**config.mk**
```make
export PLATFORM = sky130hd
export DESIGN_NAME = mps_sequencer
export DESIGN_NICKNAME = d
export VERILOG_FILES = /design/src/rtl/mps_pkg.sv /design/src/rtl/mps_detect.sv /design/src/rtl/mps_ring.sv /design/src/rtl/mps_leg.sv /design/src/rtl/mps_sequencer.sv
export SDC_FILE = /design/constraint.sdc
export NUM_CORES = 1
export LEC_CHECK = 0
export ABC_CLOCK_PERIOD_IN_PS = 1600
export BUFFER_PORTS_ARGS = -buffer_cell sky130_fd_sc_hd__buf_2
export CAP_MARGIN = 20
export CORE_MARGIN = 2
export CORE_UTILIZATION = 50
export CTS_CLUSTER_SIZE = 40
export DETAILED_ROUTE_END_ITERATION = 8
export PLACE_DENSITY = 0.78
export SKIP_LAST_GASP = 1
export SYNTH_ARGS = -nofsm -noshare
export SYNTH_HDL_FRONTEND = slang
export SYNTH_HIERARCHICAL = 1
export SYNTH_SLANG_ARGS = --single-unit
```
**constraint.sdc**
```tcl
create_clock -name clk -period 1.6 [get_ports clk]
set_clock_uncertainty 0.2 [all_clocks]
set_input_delay 0.24 -clock clk [delete_from_list [all_inputs] [get_ports clk]]
set_output_delay 0.24 -clock clk [all_outputs]
set_load 0.005 [all_outputs]
```
**src/rtl/mps_pkg.sv**
```systemverilog
package mps_pkg;

    // Progress of the startup strap detection
    typedef enum logic [1:0] {
        MODE_ARMED  = 2'd0,
        MODE_DETECT = 2'd1,
        MODE_RUN    = 2'd2
    } mode_e;

    // State of one phase output cell
    typedef struct packed {
        logic drive;    // output level
        logic recover;  // forced off-cycle in progress, restart next clock
    } leg_t;

endpackage

```
**src/rtl/mps_detect.sv**
```systemverilog
module mps_detect
    import mps_pkg::*;
#(
    parameter int NPH       = 4,
    parameter int MIN_PH    = 2,
    parameter int DET_TICKS = 2
) (
    input  logic                  clk,
    input  logic                  rst_n,
    input  logic                  en,
    input  logic                  tick,
    input  logic [NPH-MIN_PH-1:0] strap_gnd,
    output logic                  run,
    output logic [NPH-1:0]        act_mask
);

    localparam int CW = (DET_TICKS < 2) ? 1 : $clog2(DET_TICKS + 1);

    typedef struct packed {
        mode_e          mode;
        logic [CW-1:0]  cnt;
        logic [NPH-1:0] mask;
    } det_t;

    det_t det_d, det_q;

    always_comb begin
        det_d = det_q;
        if (!en) begin
            det_d.mode = MODE_ARMED;
            det_d.cnt  = '0;
            det_d.mask = '1;
        end else if (det_q.mode != MODE_RUN && tick) begin
            det_d.mode = MODE_DETECT;
            if (det_q.cnt == CW'(DET_TICKS - 1)) begin
                // last window tick: latch which optional phases survive
                det_d.mode = MODE_RUN;
                det_d.cnt  = '0;
                det_d.mask = {~strap_gnd, {MIN_PH{1'b1}}};
            end else begin
                det_d.cnt = det_q.cnt + 1'b1;
            end
        end
    end

    always_ff @(posedge clk or negedge rst_n) begin
        if (!rst_n) begin
            det_q.mode <= MODE_ARMED;
            det_q.cnt  <= '0;
            det_q.mask <= '1;
        end else begin
            det_q <= det_d;
        end
    end

    assign run      = (det_q.mode == MODE_RUN);
    assign act_mask = det_q.mask;

endmodule

```
**src/rtl/mps_ring.sv**
```systemverilog
module mps_ring #(
    parameter int NPH = 4
) (
    input  logic           clk,
    input  logic           rst_n,
    input  logic           en,
    input  logic           run,
    input  logic           tick,
    input  logic [NPH-1:0] act_mask,
    output logic [NPH-1:0] start
);

    localparam int PW = (NPH < 2) ? 1 : $clog2(NPH);

    typedef struct packed {
        logic [PW-1:0] ptr;
    } ring_t;

    ring_t         ring_d, ring_q;
    logic [PW-1:0] nxt;

    // nearest enabled phase after the current one; farthest candidate first
    always_comb begin
        nxt = ring_q.ptr;
        for (int k = NPH - 1; k >= 1; k--) begin
            if (act_mask[(int'(ring_q.ptr) + k) % NPH]) begin
                nxt = PW'((int'(ring_q.ptr) + k) % NPH);
            end
        end
    end

    always_comb begin
        ring_d = ring_q;
        start  = '0;
        if (!en) begin
            ring_d.ptr = '0;
        end else if (run && tick) begin
            start[ring_q.ptr] = 1'b1;
            ring_d.ptr        = nxt;
        end
    end

    always_ff @(posedge clk or negedge rst_n) begin
        if (!rst_n) begin
            ring_q.ptr <= '0;
        end else begin
            ring_q <= ring_d;
        end
    end

endmodule

```
**src/rtl/mps_leg.sv**
```systemverilog
module mps_leg
    import mps_pkg::*;
(
    input  logic clk,
    input  logic rst_n,
    input  logic act,
    input  logic start,
    input  logic term,
    output logic drive
);

    leg_t leg_d, leg_q;

    always_comb begin
        leg_d = leg_q;
        if (!act) begin
            leg_d = '0;
        end else if (leg_q.recover) begin
            leg_d.drive   = 1'b1;
            leg_d.recover = 1'b0;
        end else if (start) begin
            if (leg_q.drive) begin
                leg_d.drive   = 1'b0;
                leg_d.recover = 1'b1;
            end else begin
                leg_d.drive = 1'b1;
            end
        end else if (term && leg_q.drive) begin
            leg_d.drive = 1'b0;
        end
    end

    always_ff @(posedge clk or negedge rst_n) begin
        if (!rst_n) begin
            leg_q <= '0;
        end else begin
            leg_q <= leg_d;
        end
    end

    assign drive = leg_q.drive;

endmodule

```
**src/rtl/mps_sequencer.sv**
```systemverilog
module mps_sequencer #(
    parameter int NPH       = 4,
    parameter int MIN_PH    = 2,
    parameter int DET_TICKS = 2
) (
    input  logic                  clk,
    input  logic                  rst_n,
    input  logic                  en,
    input  logic                  tick,
    input  logic [NPH-MIN_PH-1:0] strap_gnd,
    input  logic [NPH-1:0]        term,
    output logic [NPH-1:0]        pwm
);

    logic           run;
    logic [NPH-1:0] act_mask;
    logic [NPH-1:0] start;

    mps_detect #(
        .NPH       (NPH),
        .MIN_PH    (MIN_PH),
        .DET_TICKS (DET_TICKS)
    ) u_detect (
        .clk       (clk),
        .rst_n     (rst_n),
        .en        (en),
        .tick      (tick),
        .strap_gnd (strap_gnd),
        .run       (run),
        .act_mask  (act_mask)
    );

    mps_ring #(
        .NPH (NPH)
    ) u_ring (
        .clk      (clk),
        .rst_n    (rst_n),
        .en       (en),
        .run      (run),
        .tick     (tick),
        .act_mask (act_mask),
        .start    (start)
    );

    for (genvar g = 0; g < NPH; g++) begin : g_leg
        mps_leg u_leg (
            .clk   (clk),
            .rst_n (rst_n),
            .act   (en && run && act_mask[g]),
            .start (start[g]),
            .term  (term[g]),
            .drive (pwm[g])
        );
    end

endmodule

```
# == Yosys cells after proc, flatten, opt, wreduce, memory -nomap -nowiden ==
# Index checks and enable logic that the tools add are counted.
# op_classes
n_eq_ne,11
magnitude_cmp,5
n_addsub,4
muxes,51
reduce_logical,17
bitwise,4
# ops
operator,n
$mux W2,15
$mux W1,27
$mux W8,2
$ne A4 B4 Y1 const B,4
$logic_and A1 B1 Y1,12
$lt A3 B4 Y1 const B,3
$mux W4,3
$bmux W1 S2,3
$ne A2 B1 Y1 const B,3
$reduce_or A2 Y1,3
$add A2 B1 Y2 const B,2
$add A2 B2 Y2 const B,2
$ne A4 B1 Y1 const B,1
$reduce_and A2 Y1,2
$and A1 B1 Y1 const A,3
$lt A2 B3 Y1 const B,1
$demux W1 S2,1
$eq A2 B1 Y1 const B,1
$eq A2 B2 Y1 const B,1
$ge A2 B1 Y1 const B,1
$ne A2 B2 Y1 const B,1
$not A2 Y2,1
# totals
in_bits,10
output_inout_bits,4
register_bits,18

# == Longest topological paths before layout ==
# logic_depth
depth_word,11
ltp_mapped,8
depth_no_buf,7

# == Hierarchy ==
# Netlist, hierarchy kept.
# by_module_without_submodules
module,n_inst,area_per_inst_um2,cells_per_inst
mps_leg,4,83.8,6
mps_detect,1,326.6,31
mps_ring,1,310.3,37
mps_sequencer,1,25.0,4

# == Worst setup path before layout ==
# Ideal clock, no wire load.
# synth_timing
path_type,flip-flop to flip-flop
from,reg u_detect/det_q[6] in the netlist's numbering
to,"reg g_leg[0].u_leg.leg_q, in the netlist g_leg[0].u_leg/drive"
stages_incl_launch_ff,8
arrival_time_ns,1.460
setup_time_ns,0.124
period_less_slack_ns,1.784
setup_slack_ns,-0.184
path_buffers,1
cell_sequence,dfrtp_1 -> nand2b_4 -> inv_2 -> and2_1 -> clkbuf_1 -> and3_1 -> nor3b_1 -> o31a_1
# synth_between
elab_chain_len,7
# synth_rtl
element,line,source
start: declaration,mps_detect.sv:25,"det_t det_d, det_q;"
start signal: assignment,mps_detect.sv:52,det_q <= det_d;
$eq A2 B2 Y1 *,mps_detect.sv:56,assign run = (det_q.mode == MODE_RUN);
named net run,mps_sequencer.sv:15,logic run;
$logic_and A1 B1 Y1 *,mps_ring.sv:37,end else if (run && tick) begin
$mux W4 *,mps_ring.sv:37,
$mux W4 *,mps_ring.sv:35,if (!en) begin
named net start[0],mps_sequencer.sv:17,logic [NPH-1:0] start;
$mux W1,mps_leg.sv:21,end else if (start) begin
$mux W2,mps_leg.sv:18,end else if (leg_q.recover) begin
$mux W2,mps_leg.sv:16,if (!act) begin
end signal: assignment,mps_leg.sv:37,leg_q <= leg_d;
end: declaration,mps_leg.sv:12,"leg_t leg_d, leg_q;"
# The timed path passes the listed nets; every way through them passes the cells marked *.
# A chain may end at the register's enable or synchronous reset.

# == Final worst setup path ==
# layout_timing
from,reg u_ring/ring_q[1] in the netlist's numbering
to,reg u_ring/ring_q[1] in the netlist's numbering
# layout_between
elab_chain_len,8
# layout_rtl
element,line,source
start: declaration,mps_ring.sv:19,"ring_t ring_d, ring_q;"
start signal: assignment,mps_ring.sv:47,ring_q <= ring_d;
$add A2 B2 Y2,"mps_ring.sv:26, mps_ring.sv:27",
$bmux W1 S2,mps_ring.sv:26,if (act_mask[(int'(ring_q.ptr) + k) % NPH]) begin
$mux W1 (not written as such) (2 in a row),mps_ring.sv:26,
$mux W2 (2 in a row),mps_ring.sv:26,
$mux W2,mps_ring.sv:37,
$mux W2,mps_ring.sv:35,
# Parallel ways exist; a longest one is shown, timed or not. The select of a mux whose other input is x is not followed.

==> results.cfg <==
[run_status]
outcome = complete, but fails checks
violations = setup timing

[floorplanning]
initial_utilization_pct = 51.9
core_area_sq_um = 1920
rows = 16
die_area_sq_um = 2370
pin_count = 14
fp.dieW_um = 48.7
die_h_um = 48.7

[power]
ir_worst_vdd_mv = 0.597
power_density_nw_per_um2 = 657
p_leak_nw = 0.614

[logic_synthesis]
synth_warnings = 6
synth-main-ff-cell = dfrtp_1
synth_area_leaders = dfrtp_1 (35%), dfstp_2 (5.3%), and3_1 (5.0%), ha_1 (5.0%), and4b_2 (4.5%)
synth_seq_cells = 16
mappedNetlistArea_sq_um = 997
ys_seq_area_share_pct = 40.4
synth_top_area_share_pct = 35.1
avgSynthCellArea_sq_um = 10.4
ys_top_cells_by_count = dfrtp_1 (14), and3_1 (8), inv_1 (5), nand2_1 (5), nor3b_1 (5)
yosysTopAreaCell = dfrtp_1
synth_most_common_cell = dfrtp_1
ys_types = 37
synth_edf_count = 0
async_flop_share_pct = 100
synthCells = 96

[critical_path]
slowest_delay_ns = 0.47
r2r_start = u_ring/ring_q[1]
r2r_end = u_ring/ring_q[1]
crit_path_start_kind = register
critPathArrivalTime_ns = 1.68
worst_setup_path_end_kind = register
crit_fanout = 4
crit_path_top_delay_cell = dfrtp_2
path_buf_inv = 1
worstPathRequired_ns = 1.58
regToRegSetupSlack_ns = -0.1
cp_cell_sequence = inv_4 -> ha_4 -> o22a_1 -> o21ai_2 -> o311ai_1 -> o211a_1
critPathTopFamily = compound AO/OA/AOI/OAI gates
critPathKind = register to register
reg2regPathDepth = 6

[final_layout]
syn2layout_area_growth_pct = 25.2
diodes = 0
multi_input_area_sq_um = 574
seq_area_sq_um = 404
finalCoreUtilization_pct = 65.0
fin_area_sq_um = 1250
final_net_count = 136
layout-drive-gt1-share_pct = 43.8
fillers = 173

[hold_path]
whs_endpoint = u_detect/det_q[5]
hp-class = primary input to register
whs_path_depth = 2
hold_start = tick

[global_routing]
antenna_found_initial = 0
grt_usage_pct = 20.9
globalRouteOverflowTotal = 0
grt_max_degree = 17
grt_pass1_vias = 888
grt_pass1_wl_um = 3820

[placed_design]
placedInstanceArea_sq_um = 1140
dp_hpwl_um = 1550
portBuffers = 13
post-place-ws_ns = -0.101
finalWeightedCongestion = 0.802

[clock_tree]
cts_sinks = 16
cts-htree-levels = 1
cts_root_buf = clkbuf_4
cts_tree = done
path_clk_slew_ns = 0.10
numCtsBuffers = 3
ctsLongestPathBuffers = 2
clk_latency_ns = 0.29

[timing]
worst_slack_ns = -0.0951
setup_viol_count_final = 5
final_max_slew_viol_count = 0
hold_viol = 0
period_share_pct = 106
holdWs_ns = 0.00628
rsz0062_at_grt = yes
period_needed_ns = 1.70
max_freq_ghz = 0.590

[run]
drv_cap = 0

[route]
routed_wl_um = 2260
drcViolationCount = 0
via_count = 840
routedWlPerCell_um = 15.3
final_antenna_net_count = 0
first_pass_iters = 4
via_per_inst = 5.68
drtIter0Drc = 15
stage by stage:
step           setup TNS, ns  power, mW  cells
6_report              -0.162      0.820    148
5_1_grt               -0.530      0.865    148
4_1_cts              -0.0993      0.822    147
3_5_place_dp          -0.135      0.539    138
3_3_place_gp               0      0.532    138
2_1_floorplan         -0.158      0.498     97
cell families after synthesis:
family,share of synthesized area [%]
AND/OR/NAND/NOR,25.5
AO/OA/AOI/OAI,15.2
flip-flops,40.4
buffers and inverters,6.77
multiplexers,6.77
adder cells (fa/ha/maj),5.02
other,0.376
area by class of cell:
cell class | count | area share (%)
clock buffers | 4 | 2.91
flip-flops and latches | 16 | 32.4
well taps | 27 | 2.71
repair buffers | 26 | 13.8
multi-input cells | 69 | 46.0
inverters | 6 | 2.20
layer usage:
layer / vias up / wire, um / track usage (%)
met5: - / 0 / 0
met4: 0 / 51 / 10.0
met3: 4 / 72 / 2.78
met2: 22 / 1230 / 37.0
met1: 418 / 908 / 24.9
li1: 396 / - / -
registers in the layout, indices dropped and copies added (netlist names):
register	count
u_detect/act_mask	2
g_leg.u_leg/leg_q	4
g_leg.u_leg/drive	4
u_ring/ring_q	2
u_detect/det_q	4
worst max path at each step:
stage	startpoint	endpoint	cells past startpoint
2_1_floorplan	u_detect/det_q[6]	g_leg[0].u_leg/drive	7
3_3_place_gp	u_ring/ring_q[1]	g_leg[1].u_leg/drive	5
3_5_place_dp	u_ring/ring_q[1]	u_ring/ring_q[1]	6
4_1_cts	u_ring/ring_q[0]	g_leg[1].u_leg/drive	5
5_1_grt	u_ring/ring_q[0]	u_ring/ring_q[1]	6
6_report	u_ring/ring_q[1]	u_ring/ring_q[1]	6
report_power, final:
part / total (mW) / switching, mW / internal (mW)
clock network: 0.271 / 0.133 / 0.139
logic: 0.122 / 0.0644 / 0.0579
registers: 0.426 / 0.0109 / 0.415
total: 0.820 / 0.208 / 0.612
cell usage in the layout, fill, tap and decap left out, drive strengths merged, types with 4 or more instances in the layout:
cell type / n
buf: 25
ha: 4
inv: 6
nor3b: 5
and3: 8
and4b: 4
o21ai: 6
nor2b: 4
dfrtp: 14
nand2: 5
clkbuf: 4
o31a: 4
timing repair:
item                       4_1_cts  5_1_grt
setup buffers                    4        1
hold endpoints to repair        16        0
gates cloned                     0        0
pin swaps                        1        0
setup endpoints to repair        5        8
resized for setup                3        3
hold buffers                     1        0
(Power assumes the default switching activity.)
